--- src/rtl/ser_pkg.sv ---
package ser_pkg;
  typedef enum logic [0:0] {
    SYM_DATA = 1'b0,
    SYM_SYNC = 1'b1
  } sym_sel_e;
endpackage

--- src/rtl/ser_timing.sv ---
module ser_timing #(
  parameter int FRAME_W = 12
) (
  input  logic clk_i,
  input  logic rst_ni,
  output logic stb_o,
  output logic mid_o,
  output logic ref_clk_o
);
  localparam int CNT_W = $clog2(FRAME_W);
  localparam logic [CNT_W-1:0] LAST = CNT_W'(FRAME_W - 1);
  localparam logic [CNT_W-1:0] MID  = CNT_W'(FRAME_W / 2 - 1);
  localparam logic [CNT_W-1:0] HALF = CNT_W'(FRAME_W / 2);

  logic [CNT_W-1:0] cnt_q;

  always_ff @(posedge clk_i or negedge rst_ni) begin
    if (!rst_ni)             cnt_q <= '0;
    else if (cnt_q == LAST)  cnt_q <= '0;
    else                     cnt_q <= cnt_q + 1'b1;
  end

  assign stb_o     = (cnt_q == LAST);
  assign mid_o     = (cnt_q == MID);
  assign ref_clk_o = (cnt_q < HALF);


  stb_single_chk: assert property (@(posedge clk_i) disable iff (!rst_ni)
    stb_o |=> !stb_o);

  ref_rise_chk: assert property (@(posedge clk_i) disable iff (!rst_ni)
    $rose(ref_clk_o) |-> $past(stb_o));
endmodule

--- src/rtl/ser_capture.sv ---
module ser_capture #(
  parameter int DATA_W = 10
) (
  input  logic              clk_i,
  input  logic              rst_ni,
  input  logic [DATA_W-1:0] data_i,
  input  logic              edge_sel_i,
  input  logic              stb_i,
  input  logic              mid_i,
  output logic [DATA_W-1:0] hold_o
);
  logic              cap;
  logic [DATA_W-1:0] hold_q;

  // rising reference edge coincides with the strobe, falling with mid count
  assign cap = edge_sel_i ? stb_i : mid_i;

  always_ff @(posedge clk_i or negedge rst_ni) begin
    if (!rst_ni)  hold_q <= '0;
    else if (cap) hold_q <= data_i;
  end

  assign hold_o = hold_q;


  hold_chg_chk: assert property (@(posedge clk_i) disable iff (!rst_ni)
    !$stable(hold_q) |-> ($past(edge_sel_i) ? $past(stb_i) : $past(mid_i)));
endmodule

--- src/rtl/ser_framer.sv ---
module ser_framer
  import ser_pkg::*;
#(
  parameter int DATA_W  = 10,
  parameter int FRAME_W = DATA_W + 2
) (
  input  logic              clk_i,
  input  logic              rst_ni,
  input  logic              stb_i,
  input  logic              sync_i,
  input  logic [DATA_W-1:0] hold_i,
  output logic              bit_o
);
  logic [FRAME_W-1:0] data_frame;
  logic [FRAME_W-1:0] sync_frame;
  logic [FRAME_W-1:0] sr_q;
  sym_sel_e           sel;

  // LSB leaves first: start, d0..dN, stop
  assign data_frame[0]         = 1'b1;
  assign data_frame[FRAME_W-1] = 1'b0;
  for (genvar gi = 0; gi < DATA_W; gi++) begin : g_dbit
    assign data_frame[gi+1] = hold_i[gi];
  end

  for (genvar gi = 0; gi < FRAME_W; gi++) begin : g_sbit
    assign sync_frame[gi] = (gi < FRAME_W / 2) ? 1'b1 : 1'b0;
  end

  assign sel = sync_i ? SYM_SYNC : SYM_DATA;

  always_ff @(posedge clk_i or negedge rst_ni) begin
    if (!rst_ni)    sr_q <= '0;
    else if (stb_i) sr_q <= (sel == SYM_SYNC) ? sync_frame : data_frame;
    else            sr_q <= {1'b0, sr_q[FRAME_W-1:1]};
  end

  assign bit_o = sr_q[0];


  sync_load_chk: assert property (@(posedge clk_i) disable iff (!rst_ni)
    (stb_i && sync_i) |=> (sr_q[0] && !sr_q[FRAME_W-1] &&
                           $countones(sr_q) == FRAME_W / 2));

  data_load_chk: assert property (@(posedge clk_i) disable iff (!rst_ni)
    (stb_i && !sync_i) |=> (sr_q[0] && !sr_q[FRAME_W-1] &&
                            sr_q[DATA_W:1] == $past(hold_i)));
endmodule

--- src/rtl/ser_outreg.sv ---
module ser_outreg (
  input  logic clk_i,
  input  logic rst_ni,
  input  logic bit_i,
  input  logic en_i,
  output logic ser_o,
  output logic vld_o
);
  always_ff @(posedge clk_i or negedge rst_ni) begin
    if (!rst_ni) begin
      ser_o <= 1'b0;
      vld_o <= 1'b0;
    end else begin
      ser_o <= en_i & bit_i;
      vld_o <= en_i;
    end
  end


  en_off_chk: assert property (@(posedge clk_i) disable iff (!rst_ni)
    !en_i |=> (!ser_o && !vld_o));
endmodule

--- src/rtl/ser_frame_tx.sv ---
module ser_frame_tx #(
  parameter int DATA_W = 10
) (
  input  logic              clk_i,
  input  logic              rst_ni,
  input  logic [DATA_W-1:0] data_i,
  input  logic              edge_sel_i,
  input  logic              sync_i,
  input  logic              drv_en_i,
  output logic              ser_o,
  output logic              ser_vld_o,
  output logic              ref_clk_o,
  output logic              word_stb_o
);
  localparam int FRAME_W = DATA_W + 2;

  logic              stb;
  logic              mid;
  logic [DATA_W-1:0] hold;
  logic              sr_bit;

  ser_timing #(.FRAME_W(FRAME_W)) u_timing (
    .clk_i     (clk_i),
    .rst_ni    (rst_ni),
    .stb_o     (stb),
    .mid_o     (mid),
    .ref_clk_o (ref_clk_o)
  );

  ser_capture #(.DATA_W(DATA_W)) u_capture (
    .clk_i      (clk_i),
    .rst_ni     (rst_ni),
    .data_i     (data_i),
    .edge_sel_i (edge_sel_i),
    .stb_i      (stb),
    .mid_i      (mid),
    .hold_o     (hold)
  );

  ser_framer #(.DATA_W(DATA_W), .FRAME_W(FRAME_W)) u_framer (
    .clk_i  (clk_i),
    .rst_ni (rst_ni),
    .stb_i  (stb),
    .sync_i (sync_i),
    .hold_i (hold),
    .bit_o  (sr_bit)
  );

  ser_outreg u_out (
    .clk_i  (clk_i),
    .rst_ni (rst_ni),
    .bit_i  (sr_bit),
    .en_i   (drv_en_i),
    .ser_o  (ser_o),
    .vld_o  (ser_vld_o)
  );

  assign word_stb_o = stb;


  frame_edge_chk: assert property (@(posedge clk_i) disable iff (!rst_ni)
    ($past(word_stb_o, 2) && ser_vld_o && $past(ser_vld_o)) |->
      (ser_o && !$past(ser_o)));
endmodule

--- config.mk ---
export PLATFORM = sky130hd
export DESIGN_NAME = ser_frame_tx
export DESIGN_NICKNAME = d
export VERILOG_FILES = /design/src/rtl/ser_pkg.sv /design/src/rtl/ser_timing.sv /design/src/rtl/ser_capture.sv /design/src/rtl/ser_framer.sv /design/src/rtl/ser_outreg.sv /design/src/rtl/ser_frame_tx.sv
export SDC_FILE = /design/constraint.sdc
export NUM_CORES = 1
export LEC_CHECK = 0
export ABC_AREA = 1
export BUFFER_PORTS_ARGS = -buffer_cell sky130_fd_sc_hd__buf_4
export CORE_UTILIZATION = 53
export DETAILED_ROUTE_END_ITERATION = 7
export PLACE_DENSITY_LB_ADDON = 0.12
export SYNTH_ARGS = -nofsm -noshare
export SYNTH_HDL_FRONTEND = slang
export SYNTH_SLANG_ARGS = --single-unit
--- constraint.sdc ---
create_clock -name clk_i -period 1.8 [get_ports clk_i]
set_clock_uncertainty 0.05 [all_clocks]
set_input_delay 0.36 -clock clk_i [delete_from_list [all_inputs] [get_ports clk_i]]
set_output_delay 0.36 -clock clk_i [all_outputs]
set_load 0.02 [all_outputs]
==> metrics.md <==
| Metric | Value |
|---|---|
| Max clock buf depth | `2` |
| Fmax | `590 MHz` |
| First-pass GRT wire length | `3.19 mm` |
| GRT Total Usage | `0.175` |
| Seq pwr share | `0.663` |
| Final Setup Violations | `0` |
| Diodes inserted | `0` |
| Root Buffer | `clkbuf_4` |
| Met3 WL | `77 um` |
| Met1 wire length | `883 um` |
| Int Pwr | `777 uW` |
| Vias in the first global route | `739` |
| Max-slew violations | `0` |
| DR vias | `803` |
| Period utilization | `0.942` |
| Yosys reg bits | `27` |
| First-pass iteration count of the detailed router | `4` |
| RSZ-0062 raised after global routing | `no` |
| Worst-path clk slew | `0.13 ns` |
| Reg2reg end | `u_capture.hold_o[9]` |
| Synth unique cells | `17` |
| Fin nets | `154` |
| Post-DR wirelength/cell | `11.1 um` |
| CTS sink cnt | `27` |
| CTS tree | `done` |
| Std-Cell Rows | `16` |
| Comb power frac | `0.091` |
| Final hold viol count | `0` |
| Grt ovf | `0` |
| Seq/Total Area, Yosys | `0.593` |
| Leak | `0.692 nW` |
| P_sw | `220 uW` |
| Initial Utilization | `0.574` |
| Post-placement cell area | `0.00128 sq mm` |
| Max Cap Viol | `0` |
| Post-DP HPWL | `1.31 mm` |
| Post-Synthesis Cells | `114` |
| Final WL | `1.80 mm` |
| Min-delay src | `drv_en_i` |
| Minimum clock period | `1.69 ns` |
| DRC Markers | `0` |
| Max_slew headroom | `0.771` |
| Peak supply drop | `0.000516 V` |
| Die area | `0.00234 sq mm` |
| FF-to-FF setup slack | `0.25 ns` |
| Top Ports | `19` |
| Global placer's final weighted congestion | `0.796` |
| Vert. Die Dim | `48.4 um` |
| Status | `complete, no violations` |
| CP required | `1.39 ns` |
| Top sig layer | `met4` |
| Die W | `48.4 um` |
| CTS H-tree depth | `1` |
| Clock latency on the worst-skew pair | `0.31 ns` |
| Final Instance Area | `0.00134 sq mm` |
| Startpoint Class | `register` |
| Met2 Routed Length | `821 um` |
| Pwr Total | `997 uW` |
| Hold Path End | `u_out.vld_o` |
| Area grow syn2layout | `17.5%` |
| Setup_tns | `0 ns` |
| Critical path class | `reg -> out` |
| PD cells | `746 mW/mm^2` |
| Worst hold path depth | `1` |
| Worst setup EP type | `output port` |
| Largest net degree at the start of global routing | `28` |
| Worst Path Arrival | `1.28 ns` |
| Switching Share | `0.221` |
| Num CTS Buffers | `3` |
| R2R cell count | `8` |
| DR vias/cell | `4.93` |
| Mapped Area | `0.00114 sq mm` |
| Synth warn | `0` |
| Crit-path max FO | `5` |
| Placed Cells | `157` |
| Share of layout cells above drive strength 1 | `0.301` |
| Cell Count, Final, Fillers Out | `163` |
| Antenna viol nets, final | `0` |
| Reg-to-Reg Start | `u_timing.cnt_q[0]` |
| DRT iter0 DRCs | `15` |
| Port Buffers | `18` |
| Post-Route Utilization | `0.675` |
| Initial antenna violation count | `0` |
| Hold crit path type | `in -> reg` |
| Clk pwr share | `0.246` |
| Mean Syn Cell Area | `9.99 sq um` |
| Least-Margin Pin Slew | `0.343 ns` |
| Syn_nets | `131` |
| Core footprint | `0.00198 sq mm` |
[Yosys cell counts]
library cell | number | area share
ha_1 | 2 | 0.022
buf_6 | 3 | 0.030
nand2_2 | 2 | 0.011
inv_2 | 1 | 0.0033
nand2_1 | 40 | 0.13
nand3_4 | 1 | 0.015
o21ai_2 | 5 | 0.038
inv_1 | 5 | 0.016
nor2_1 | 8 | 0.026
or2_2 | 2 | 0.011
a21oi_1 | 2 | 0.0088
nor2_2 | 2 | 0.011
o21ai_0 | 1 | 0.0044
nand3_1 | 9 | 0.040
nand3_2 | 3 | 0.026
dfrtp_1 | 27 | 0.59
nand4_2 | 1 | 0.011
[kinds of logic after synthesis]
family | count (synthesis) | share of synthesized area
AND/OR/NAND/NOR | 68 | 0.284
flip-flops | 27 | 0.593
AO/OA/AOI/OAI | 8 | 0.0516
buffers and inverters | 9 | 0.0494
adder cells (fa/ha/maj) | 2 | 0.0220
[routing by layer]
metal,track usage,up-vias
met3,0.0314,4
met1,0.256,372
li1,-,404
met5,0,-
met2,0.272,23
met4,0.0441,0
[area by class of cell]
type | count | area, sq um
Sequential cell | 27 | 676
Timing Repair Buffer | 21 | 160
Multi-Input combinational cell | 78 | 419
Fill cell | 159 | 644
Clock buffer | 4 | 26.3
Tap cell | 27 | 33.8
Inverter | 6 | 22.5
[worst max-delay path, stage by stage (launching register included)]
cell and delay [ns]:
dfrtp_1 0.45, ha_4 0.19, nand3_4 0.07, inv_2 0.11, buf_4 0.15
[sequential cells by signal, summed over array words and instances, names as in the netlist]
signal and count:
u_framer.sr_q 11, u_timing.cnt_q 4, u_out.vld_o 1, u_out.ser_o 1, u_capture.hold_o 10
[placed cells by master (no fill, tap or decap), drive strengths merged]
cell type	count
a21oi	2
ha	2
nand2	42
dfrtp	27
nand4	1
nor2	10
clkbuf	4
inv	6
dlygate4sd3	1
or2	2
o21ai	6
nand3	13
buf	20
[repair_timing]
action	CTS	global route
setup endpoints to repair	0	1
endpoints found under the hold margin	27	0
gates resized for setup	0	2
hold buffers	1	0
buffers inserted	0	1
[metrics by stage]
| stage | worst slack (ns) | hold slack (ns) |
|---|---|---|
| 2_1_floorplan | 0.483 | 0.0144 |
| 3_3_place_gp | 0.342 | 0.236 |
| 3_5_place_dp | 0.250 | 0.236 |
| 4_1_cts | 0.0188 | 0.0990 |
| 5_1_grt | 0.0188 | 0.0825 |
| 6_report | 0.105 | 0.104 |
[how the worst max path moves through the flow]
stage,from,to,slack [ns],cells past startpoint
after floorplan,u_timing.cnt_q[0],u_framer.sr_q[0],0.48,4
after global placement,u_timing.cnt_q[0],u_capture.hold_o[9],0.34,5
after detailed placement,u_timing.cnt_q[0],u_capture.hold_o[9],0.25,5
after CTS,u_timing.cnt_q[0],word_stb_o,0.02,4
after global routing,u_timing.cnt_q[2],word_stb_o,0.02,4
final,u_timing.cnt_q[0],word_stb_o,0.11,4
[power groups by stage]
stage	clock network [mW]	registers [mW]	logic, mW
after detailed placement	0	0.673	0.0909
after CTS	0.257	0.662	0.0927
after floorplan	0	0.671	0.0412
after global placement	0	0.674	0.0891
after global routing	0.282	0.665	0.103
final	0.245	0.662	0.0905
Note: power is estimated with default switching activity, not from simulation.
